### config.mk
export PLATFORM = sky130hd
export DESIGN_NAME = pm1_evt_timer
export DESIGN_NICKNAME = d
export VERILOG_FILES = /design/src/rtl/pm1_evt_timer.sv
export SDC_FILE = /design/constraint.sdc
export NUM_CORES = 1
export LEC_CHECK = 0
export ABC_AREA = 0
export BUFFER_PORTS_ARGS = -buffer_cell sky130_fd_sc_hd__buf_2
export CORE_MARGIN = 2
export CORE_UTILIZATION = 31
export DETAILED_ROUTE_END_ITERATION = 10
export GPL_TIMING_DRIVEN = 0
export HOLD_SLACK_MARGIN = 0.05
export PLACE_DENSITY = 0.63
export SYNTH_ARGS = -nofsm -noshare
export SYNTH_HDL_FRONTEND = slang
export SYNTH_SLANG_ARGS = --single-unit
### constraint.sdc
create_clock -name clk -period 3.2 [get_ports clk]
set_clock_uncertainty 0.1 [all_clocks]
set_input_delay 0.64 -clock clk [delete_from_list [all_inputs] [get_ports clk]]
set_output_delay 0.64 -clock clk [all_outputs]
set_load 0.05 [all_outputs]
### src/rtl/pm1_evt_timer.sv
module pm1_evt_timer #(
  parameter int TMR_W = 24
) (
  input  logic        clk,
  input  logic        rst_n,
  input  logic [31:0] cfg_base,
  input  logic [7:0]  cfg_ctrl,
  input  logic [15:0] io_addr,
  input  logic        io_rd,
  input  logic        io_wr,
  input  logic        io_wide,
  input  logic [31:0] io_wdata,
  output logic [31:0] io_rdata,
  input  logic        tick,
  input  logic        evt_rtc,
  input  logic        evt_pwrbtn,
  input  logic        evt_gbl,
  output logic        sci,
  output logic        slp_req,
  output logic [2:0]  slp_typ
);
  localparam logic [15:0] EVT_MASK = 16'h0521;
  localparam int TOP = TMR_W - 1;

  logic [15:0]      sts, en, sts_n, en_n, sts_set, sts_clr;
  logic [TMR_W-1:0] tmr, tmr_n;
  logic             sci_en;
  logic             hit, wr16, wr_sts, wr_en, wr_cnt, ovf;
  logic [3:0]       off;

  assign hit    = cfg_ctrl[0] && (io_addr[15:6] == cfg_base[15:6]);
  assign off    = io_addr[3:0];
  assign wr16   = io_wr && hit && !io_wide;
  assign wr_sts = wr16 && (off == 4'h0);
  assign wr_en  = wr16 && (off == 4'h2);
  assign wr_cnt = wr16 && (off == 4'h4);

  assign tmr_n = tick ? tmr + 1'b1 : tmr;
  assign ovf   = tick && (tmr_n[TOP] != tmr[TOP]);

  always_comb begin
    sts_set     = '0;
    sts_set[0]  = ovf;
    sts_set[5]  = evt_gbl;
    sts_set[8]  = evt_pwrbtn;
    sts_set[10] = evt_rtc;
  end

  assign sts_clr = wr_sts ? io_wdata[15:0] : 16'h0;
  assign sts_n   = ((sts & ~sts_clr) | sts_set) & EVT_MASK;
  assign en_n    = wr_en ? io_wdata[15:0] : en;

  always_ff @(posedge clk) begin
    if (!rst_n) begin
      sts     <= '0;
      en      <= '0;
      tmr     <= '0;
      sci     <= 1'b0;
      sci_en  <= 1'b0;
      slp_typ <= '0;
      slp_req <= 1'b0;
    end else begin
      sts     <= sts_n;
      en      <= en_n;
      tmr     <= tmr_n;
      slp_req <= wr_cnt && io_wdata[13];
      if (wr_sts || wr_en || ovf)
        sci <= |(sts_n & en_n & EVT_MASK);
      if (wr_cnt) begin
        sci_en  <= io_wdata[0];
        slp_typ <= io_wdata[12:10];
      end
    end
  end

  always_comb begin
    io_rdata = '0;
    if (io_rd && hit) begin
      if (io_wide) begin
        if (off == 4'h8) io_rdata = 32'(tmr);
      end else begin
        unique case (off)
          4'h0:    io_rdata = {16'h0, sts};
          4'h2:    io_rdata = {16'h0, en};
          4'h4:    io_rdata = {16'h0, 3'b000, slp_typ, 9'h0, sci_en};
          default: io_rdata = '0;
        endcase
      end
    end
  end
endmodule

==> impl_metrics.csv <==
group,metric,value,unit
status,status,"completed",
cts,clk_path_buf_depth,2,
critical_path,critPathSlowestCell,"clkbuf_1",
global_routing,antenna_found_initial,0,
floorplan,die_y,98.4,um
yosys,async_reset_ff_frac,0,
global_routing,grt_pass1_wl,11700,um
layout,fin_util,0.395,
yosys,synthAdderAreaFrac,0.00453,
yosys,synth-xor-area-share,0.101,
cts,cts_setup_buffers,0,
power_and_ir_drop,ir_worst_vdd,0.197,mV
timing,worst_slew_pin_slew,854,ps
timing,maxSlewViolCount,0,
timing,slew_headroom,0.425,
layout,drive_gt1_frac,0.276,
critical_path,crit_arrival,2330,ps
yosys,synthFlopType,"dfxtp_1",
yosys,yosys-mux-area-fraction,0.0453,
yosys,synth_area,2760,um2
cts,clk_latency,300,ps
cts,holdBufCountCts,0,
floorplan,io_pins,134,
cts,cts_max_level,2,
critical_path,required,2460,ps
drt,wl_per_cell,13.6,um
drt,vias_per_cell,4.77,
floorplan,die_x,98.4,um
placement,gp_congestion,0.928,
global_routing,grt_max_degree,15,
yosys,netlist_top_cells_area,"dfxtp_1 (36%), and2_1 (7.9%), xnor2_1 (7.3%)",
global_routing,gr-total-overflow,0,
floorplan,num_rows,34,
min_path,hp-class,"reg2reg",
critical_path,cp-end-kind,"output pin",
critical_path,cp_max_fo,10,
timing,max_freq,326,MHz
cts,clock-sinks,50,
timing,rsz0062_at_grt,"no",
drt,drt_pass1_iterations,4,
yosys,synth-simple-area-share,0.295,
yosys,yosysUniqueCellTypes,44,
timing,holdWs,369,ps
timing,finalHoldViolations,0,
critical_path,crit_buf_inv,4,
power_and_ir_drop,power_leakage,1.41,nW
critical_path,cp_common_cell,"buf_2",
yosys,synth_top_area_cell,"dfxtp_1",
critical_path,path_delay_family,"buffers and inverters",
critical_path,cpPeakStageDelay,330,ps
drt,drt_wl_total,7130,um
critical_path,start_kind,"primary input",
yosys,ys_seq_elements,50,
drt,route.detailed.drc,0,
yosys,synth_compound_area_frac,0.137,
floorplan,core_region_area,8680,um2
drt,vias,2501,
placement,dp_hpwl,5700,um
yosys,ys_seq_area_frac,0.362,
yosys,synth_most_common_cell,"dfxtp_1",
run,maxCapViolCount,0,
floorplan,dieArea,9680,um2
drt,ant_nets,0,
yosys,yosysWarningCount,0,
placement,port_buffers,76,
layout,fin_nets,513,
yosys,synth_common_cells,"dfxtp_1 (50), nand2_1 (45), and2_1 (35)",
cts,cts_made_buffers,5,
yosys,synth_top_family_by_area,"simple AND/OR/NAND/NOR gates",
layout,syn_to_final_growth,24.3,%
timing,finalSetupViolations,0,
yosys,synth_edf_count,0,
layout,antenna_cells,0,
global_routing,grt_usage,0.148,
drt,drt_iter0_drc,104,
yosys,syn_area_per_cell,8.50,um2
cts,clkTransAtPathRegs,80,ps
yosys,synth_top_area_frac,0.362,
layout,final_area,3430,um2
cts,root_buffer,"clkbuf_8",
timing,fin_crit,3070,ps
yosys,synthCells,325,
floorplan,start_util,0.318,
timing,fin_crit_sh,0.958,
global_routing,first_global_vias,2457,
placement,place_area,3300,um2
power_and_ir_drop,total_power,0.00114,W
cts,cts_tree,"done",
power_and_ir_drop,p_per_area,333,nW/um2
critical_path,worstPathCellList,"buf_2, nor2_1, and4b_1, clkbuf_1, clkbuf_2, nand2_1, a21oi_1, buf_2",
critical_path,crit_type,"in2out",
## worst min-delay path, cell delays in order (launching register included)
cell and delay, ps:
dfxtp_1 320, nand2_1 50, a21boi_0 60
## cell type report
type | count | area [um2]
well taps | 108 | 135
plain buffers | 23 | 130
fillers | 925 | 5250
clock buffers | 7 | 86.3
multi-input cells | 254 | 1660
clock inverters | 1 | 5.00
flip-flops and latches | 50 | 1000
repair buffers | 76 | 393
inverters | 5 | 18.8
## placed cells by master (no fill, tap or decap), drive strengths merged, types with 8 or more instances in the layout
cell type  Yosys  routed
nand3          9       9
buf           12      85
a21boi        17      17
a22oi         17      17
and2          35      35
nor2          23      23
conb           1       8
nor4          10      10
xor2           9       9
clkbuf        11      21
nand4          8       8
dfxtp         50      50
xnor2         23      23
nand2         45      45
nor2b          8       8
## cell families (layout without fill, tap and decap cells)
family                   after synthesis  count (layout)
AO/OA/AOI/OAI                         48              48
buffers and inverters                 28             112
multiplexers                          11              11
other                                  1               8
XOR/XNOR                              32              32
flip-flops                            50              50
adder cells (fa/ha/maj)                1               1
AND/OR/NAND/NOR                      154             154
## per-stage QoR
step                      setup slack, ps  instances  setup TNS (ps)
after floorplan                       190        332               0
after global placement              -63.9        516            -371
after detailed placement             -151        516           -1030
after CTS                            50.1        524               0
after global routing                 20.8        524               0
final                                 134        524               0
## power by group
| part | internal (W) | total, W | switching [W] |
|---|---|---|---|
| clock network | 0.000175 | 0.000380 | 0.000205 |
| registers | 0.000627 | 0.000632 | 0.00000528 |
| logic | 0.0000565 | 0.000131 | 0.0000747 |
| total | 0.000858 | 0.00114 | 0.000285 |
## registers in the layout, indices dropped and copies added (netlist names)
signal,cells
tmr,24
en,16
sts,4
slp_typ,3
sci,1
sci_en,1
slp_req,1
## repair_timing
item                                    CTS  global route
pin swaps                                 0             0
endpoints found under the setup margin   10            12
resized for setup                         5             7
cloned                                    0             0
## routing by layer
metal | part of all wire | up-vias | global-route usage
met5 | 0 | - | 0
met4 | 0.026 | 0 | 0.0590
met3 | 0.036 | 13 | 0.0286
met2 | 0.49 | 50 | 0.251
met1 | 0.45 | 1162 | 0.185
li1 | - | 1276 | -
## worst paths after layout
kind	startpoint	end	slack [ps]	cells past startpoint
setup / recovery	io_addr[2]	io_rdata[0]	130	8
hold / removal	en[6]	en[6]	370	2
hold reg to reg	en[6]	en[6]	370	2
setup reg to reg	tmr[6]	sci	970	7
No activity file was read; power rests on OpenSTA's default activity.
